[config.mk]
export PLATFORM = sky130hd
export DESIGN_NAME = comma_align_deser
export DESIGN_NICKNAME = d
export VERILOG_FILES = /design/src/rtl/cad_pkg.sv /design/src/rtl/cad_bit_window.sv /design/src/rtl/cad_framer.sv /design/src/rtl/cad_half_out.sv /design/src/rtl/comma_align_deser.sv
export SDC_FILE = /design/constraint.sdc
export NUM_CORES = 1
export LEC_CHECK = 0
export BUFFER_PORTS_ARGS = -buffer_cell sky130_fd_sc_hd__buf_2
export CORE_ASPECT_RATIO = 0.5
export CORE_MARGIN = 3
export CORE_UTILIZATION = 47
export DETAILED_ROUTE_END_ITERATION = 12
export PLACE_DENSITY_LB_ADDON = 0.08
export SYNTH_ARGS = -nofsm -noshare
export SYNTH_HDL_FRONTEND = slang
export SYNTH_SLANG_ARGS = --single-unit
[constraint.sdc]
create_clock -name clk -period 2.51 [get_ports clk]
set_clock_uncertainty 0.2 [all_clocks]
set_input_delay 0.3765 -clock clk [delete_from_list [all_inputs] [get_ports clk]]
set_output_delay 0.3765 -clock clk [all_outputs]
set_load 0.02 [all_outputs]
[src/rtl/cad_pkg.sv]
package cad_pkg;
  localparam int unsigned SYM_BITS = 10;
  localparam logic [SYM_BITS-1:0] K28_5_POS = 10'b0011111010;
endpackage

[src/rtl/cad_bit_window.sv]
module cad_bit_window #(
  parameter int unsigned SYM_W = cad_pkg::SYM_BITS,
  parameter logic [SYM_W-1:0] PATTERN = cad_pkg::K28_5_POS
) (
  input  logic             clk,
  input  logic             rst,
  input  logic             bit_in,
  output logic [SYM_W-1:0] window,
  output logic             hit
);
  // oldest bit sits in the MSB
  always_ff @(posedge clk) begin
    if (rst) window <= '0;
    else     window <= {window[SYM_W-2:0], bit_in};
  end

  assign hit = (window == PATTERN);
endmodule

[src/rtl/cad_framer.sv]
module cad_framer #(
  parameter int unsigned SYM_W = cad_pkg::SYM_BITS
) (
  input  logic clk,
  input  logic rst,
  input  logic hit,
  input  logic align_en,
  input  logic loop_en,
  output logic boundary,
  output logic comma_ok
);
  localparam int unsigned PW = $clog2(SYM_W);
  localparam logic [PW-1:0] LAST = PW'(SYM_W - 1);

  logic [PW-1:0] pos;

  assign comma_ok = hit & align_en & ~loop_en;
  assign boundary = (pos == LAST) | comma_ok;

  always_ff @(posedge clk) begin
    if (rst)           pos <= LAST;
    else if (boundary) pos <= '0;
    else               pos <= pos + 1'b1;
  end
endmodule

[src/rtl/cad_half_out.sv]
module cad_half_out #(
  parameter int unsigned SYM_W = cad_pkg::SYM_BITS,
  localparam int unsigned HALF_W = SYM_W / 2
) (
  input  logic              clk,
  input  logic              rst,
  input  logic              boundary,
  input  logic              comma_ok,
  input  logic [SYM_W-1:0]  window,
  input  logic              loop_en,
  input  logic [HALF_W-1:0] lb_half,
  output logic [HALF_W-1:0] rx_half,
  output logic              clk_lead,
  output logic              clk_trail,
  output logic              comma_seen
);
  localparam int unsigned CW = $clog2(SYM_W);
  localparam logic [CW-1:0] TRAIL_AT = CW'(HALF_W - 1);
  localparam logic [CW-1:0] CNT_MAX  = CW'(SYM_W - 1);

  logic              pend;
  logic [SYM_W-1:0]  pend_sym;
  logic              pend_comma;
  logic [HALF_W-1:0] trail_q;
  logic [CW-1:0]     cnt;
  logic              trail_due;
  logic [HALF_W-1:0] trail_src;
  logic [HALF_W-1:0] lead_src;

  assign trail_due = clk_lead & (cnt == TRAIL_AT);
  assign trail_src = loop_en ? lb_half : trail_q;
  assign lead_src  = loop_en ? lb_half : pend_sym[SYM_W-1 -: HALF_W];

  // staging: capture at the boundary, present one cycle later
  always_ff @(posedge clk) begin
    if (rst) begin
      pend       <= 1'b0;
      pend_sym   <= '0;
      pend_comma <= 1'b0;
    end else begin
      pend <= boundary;
      if (boundary) begin
        pend_sym   <= window;
        pend_comma <= comma_ok;
      end
    end
  end

  always_ff @(posedge clk) begin
    if (rst) begin
      rx_half    <= '0;
      trail_q    <= '0;
      clk_lead   <= 1'b0;
      clk_trail  <= 1'b1;
      comma_seen <= 1'b0;
      cnt        <= CNT_MAX;
    end else if (boundary) begin
      // guarantee a low level before the next leading half
      if (trail_due) rx_half <= trail_src;
      clk_lead  <= 1'b0;
      clk_trail <= 1'b1;
      if (cnt != CNT_MAX) cnt <= cnt + 1'b1;
    end else if (pend) begin
      rx_half    <= lead_src;
      trail_q    <= pend_sym[HALF_W-1:0];
      clk_lead   <= 1'b1;
      clk_trail  <= 1'b0;
      comma_seen <= pend_comma;
      cnt        <= '0;
    end else begin
      if (trail_due) begin
        rx_half   <= trail_src;
        clk_lead  <= 1'b0;
        clk_trail <= 1'b1;
      end
      if (cnt != CNT_MAX) cnt <= cnt + 1'b1;
    end
  end
endmodule

[src/rtl/comma_align_deser.sv]
module comma_align_deser #(
  parameter int unsigned SYM_W = cad_pkg::SYM_BITS,
  parameter logic [SYM_W-1:0] COMMA = cad_pkg::K28_5_POS,
  localparam int unsigned HALF_W = SYM_W / 2
) (
  input  logic              clk,
  input  logic              rst,
  input  logic              ser_bit,
  input  logic              align_en,
  input  logic              loop_en,
  input  logic [HALF_W-1:0] lb_half,
  output logic [HALF_W-1:0] rx_half,
  output logic              rclk_lead,
  output logic              rclk_trail,
  output logic              comma_seen
);
  logic [SYM_W-1:0] window;
  logic             hit;
  logic             boundary;
  logic             comma_ok;

  cad_bit_window #(.SYM_W(SYM_W), .PATTERN(COMMA)) u_window (
    .clk(clk), .rst(rst), .bit_in(ser_bit), .window(window), .hit(hit)
  );

  cad_framer #(.SYM_W(SYM_W)) u_framer (
    .clk(clk), .rst(rst), .hit(hit), .align_en(align_en), .loop_en(loop_en),
    .boundary(boundary), .comma_ok(comma_ok)
  );

  cad_half_out #(.SYM_W(SYM_W)) u_out (
    .clk(clk), .rst(rst), .boundary(boundary), .comma_ok(comma_ok),
    .window(window), .loop_en(loop_en), .lb_half(lb_half),
    .rx_half(rx_half), .clk_lead(rclk_lead), .clk_trail(rclk_trail),
    .comma_seen(comma_seen)
  );
endmodule

==> impl_metrics.csv <==
group,metric,value,unit
yosys,synth_area,0.001799,sq mm
job,maxCapViolations,0,
floorplanning,rows,15,
cells_and_area,drive_above_1_share,0.2105,
sta,worst_slack,0.2450,ns
yosys,synth.most_common_cell,"dfxtp_1",
yosys,yosys-top-cells-area,"dfxtp_1 (48%), mux2i_1 (12%), nor2b_1 (5.2%)",
critical_path,path_class,"flip-flop to flip-flop",
cts,clockBufferDepth,2,
critical_path,rr_startpoint,"u_framer.pos[1]$_SDFF_PP0_",
critical_path,startpoint_type,"flip-flop",
cells_and_area,stdcell_area,0.002048,sq mm
critical_path,worstReg2RegEnd,"u_out.rx_half[3]$_SDFF_PP0_",
yosys,ys.flop_type,"dfxtp_1",
sta,fin_crit,2.265,ns
global_routing,grt_antenna_before_repair,0,
routing,wl,3.370,mm
cells_and_area,stdcell_count,241,
yosys,synth_nets,185,
global_routing,grt_max_degree,44,
floorplanning,die_h,49.75,microns
routing,drt_iter0_markers,33,
routing,drc_errors,0,
floorplanning,start_util,0.5072,
sta,holdWs,0.08364,ns
yosys,synth.distinct_cells,31,
cts,cts-root-buf,"clkbuf_8",
yosys,synth.top_cells.by_count,"dfxtp_1 (43), mux2i_1 (22), nor2_1 (19), nor2b_1 (15), a21oi_1 (11)",
cts,postCtsResizedCells,0,
cells_and_area,diodes,0,
power,p_leak,0.8886,nW
yosys,synth-edff-count,0,
yosys,ys_seq_area_frac,0.4784,
worst_hold_path,min_from,"ser_bit",
cts,insertion_delay,0.29,ns
power,irDropWorstVdd,0.3942,mV
yosys,ys_seq_elements,43,
placement,place_area,0.001916,sq mm
cts,cts.sinks,43,
cts,cts_tree,"yes",
cts,hold_buffers,0,
global_routing,first_global_vias,1092,
sta,finalCritPeriodShare,0.9024,
worst_hold_path,hold-path-cell-count,2,
critical_path,reg2reg_slack,0.25,ns
global_routing,grt_util_all_layers,0.1571,
cts,cts_setup_buffers,0,
routing,via_per_inst,4.975,
cells_and_area,area_growth,13.84,%
sta,final.setup.tns,0,ns
power,p_per_area,911.4,mW/mm^2
critical_path,setup.worst_path.start,"u_framer.pos[1]$_SDFF_PP0_",
critical_path,worstPathRequired,2.45,ns
yosys,yosysTopAreaCellShare,0.4784,
outcome,status,"finished, final reports clean",
power,power,1.867,mW
sta,tightest_slew,0.8767,ns
placement,dp.cells,233,
placement,pre_cts_ws,0.2197,ns
worst_hold_path,hold_class,"input port to flip-flop",
floorplanning,die_area,0.004652,sq mm
cts,cts_made_buffers,5,
critical_path,cp.arrival,2.21,ns
sta,finalMaxSlewViolations,0,
yosys,ys_warn_count,0,
yosys,syn_avg_cell_area,10.58,sq um
global_routing,grt.overflow.total,0,
sta,timing.fmax,441.5,MHz
floorplanning,die_w,93.50,microns
worst_hold_path,hold_end,"u_window.window[0]$_SDFF_PP0_",
sta,hold_viol_final,0,
cts,cts_max_level,2,
placement,port_buffers,17,
routing,postRouteAntennaNets,0,
critical_path,critPathCaptureType,"flip-flop",
routing,post_drt_wl_per_cell,13.98,microns
critical_path,crit_fanout,17,
sta,setup_viol,0,
floorplanning,core_area,0.003547,sq mm
floorplanning,ios,18,
routing,drtPass1Iterations,4,
placement,place_congestion,0.7149,
cells_and_area,fin_util,0.5774,
yosys,synth_top_area_cell,"dfxtp_1",
critical_path,ff2ff_path_depth,6,
global_routing,grt_first_pass_wirelength,5.499,mm
placement,hpwlAfterDp,2.404,mm
yosys,synthCells,170,
cts,cts.clk_slew.worst_paths,0.08,ns
cells_and_area,final_nets,204,
yosys,ys_async_sr_fraction,0,
sta,rsz0062_at_grt,"no",
routing,vias,1199,
sta,slew_headroom,0.4155,
[layout make-up]
cell class	count	area, sq um
clock buffers	6	72.57
well taps	51	63.81
clock inverters	2	60.06
fillers	317	1499
repair buffers	22	122.6
flip-flops and latches	43	860.8
inverters	5	18.77
multi-input cells	112	849.6
[flip-flops by register name, indices dropped and copies added, names as in the netlist]
name and flops:
u_out.clk_lead 1, u_window.window 10, u_out.trail_q 5, u_out.clk_trail 1
u_out.pend 1, u_out.pend_sym 10, u_framer.pos 4, u_out.rx_half 5
u_out.pend_comma 1, u_out.cnt 4, u_out.comma_seen 1
[worst max-delay path, stage by stage, from the launching register on]
cell	delay, ns
dfxtp_1	0.35
inv_1	0.05
ha_1	0.19
and3b_1	0.21
a311o_1	0.62
a211oi_1	0.41
a211oi_2	0.08
[cell usage in the layout (no fill, tap or decap), drive strengths merged]
master  netlist  layout
nand3         3       3
a21oi        11      11
a311o         1       1
xor2          1       1
mux2i        22      22
clkbuf        6       6
or3           1       1
and3b         1       1
nand2         2       2
and4bb        2       2
inv           5       5
and4b         2       2
nor2         19      19
bufinv        0       2
nor3          3       3
a21o          3       3
nand3b        3       3
ha            5       5
nor2b        15      15
a211oi       10      10
dfxtp        43      43
o21bai        1       1
a31oi         1       1
buf           4      22
a311oi        1       1
nand4b        1       1
xnor2         4       4
[where the power goes]
group          switching [mW]  internal (mW)  leakage, nW  total [mW]
Sequential             0.0540          0.749        0.350       0.803
Clock                   0.235          0.398       0.0654       0.633
Combinational           0.229          0.202        0.473       0.431
Total                   0.519           1.35        0.889        1.87
[how the worst max path moves through the flow]
stage / to / slack, ns
3_5_place_dp: u_out.rx_half[3]$_SDFF_PP0_ / 0.22
3_3_place_gp: u_out.comma_seen$_SDFFE_PP0P_ / 0.28
5_1_grt: u_out.rx_half[3]$_SDFF_PP0_ / 0.15
4_1_cts: u_out.rx_half[3]$_SDFF_PP0_ / 0.24
6_report: u_out.rx_half[3]$_SDFF_PP0_ / 0.25
2_1_floorplan: u_out.rx_half[0]$_SDFF_PP0_ / 0.55
[cells by family (layout without fill, tap and decap cells)]
family,after synthesis,in the layout,share of synthesized area
AO/OA/AOI/OAI,28,28,0.1266
multiplexers,22,22,0.1224
adder cells (fa/ha/maj),5,5,0.03477
buffers and inverters,15,35,0.04937
AND/OR/NAND/NOR,52,52,0.1641
flip-flops,43,43,0.4784
XOR/XNOR,5,5,0.02434
[layer usage]
metal  vias up  part of all wire  wire length [microns]  GRT usage
met5         -                 0                      0          0
met4         0             0.017                     56    0.06569
met3         8             0.038                    128    0.05030
met2        15              0.37                   1251     0.1822
met1       551              0.57                   1934     0.2507
li1        625                 -                      -          -
(Power assumes the default switching activity.)
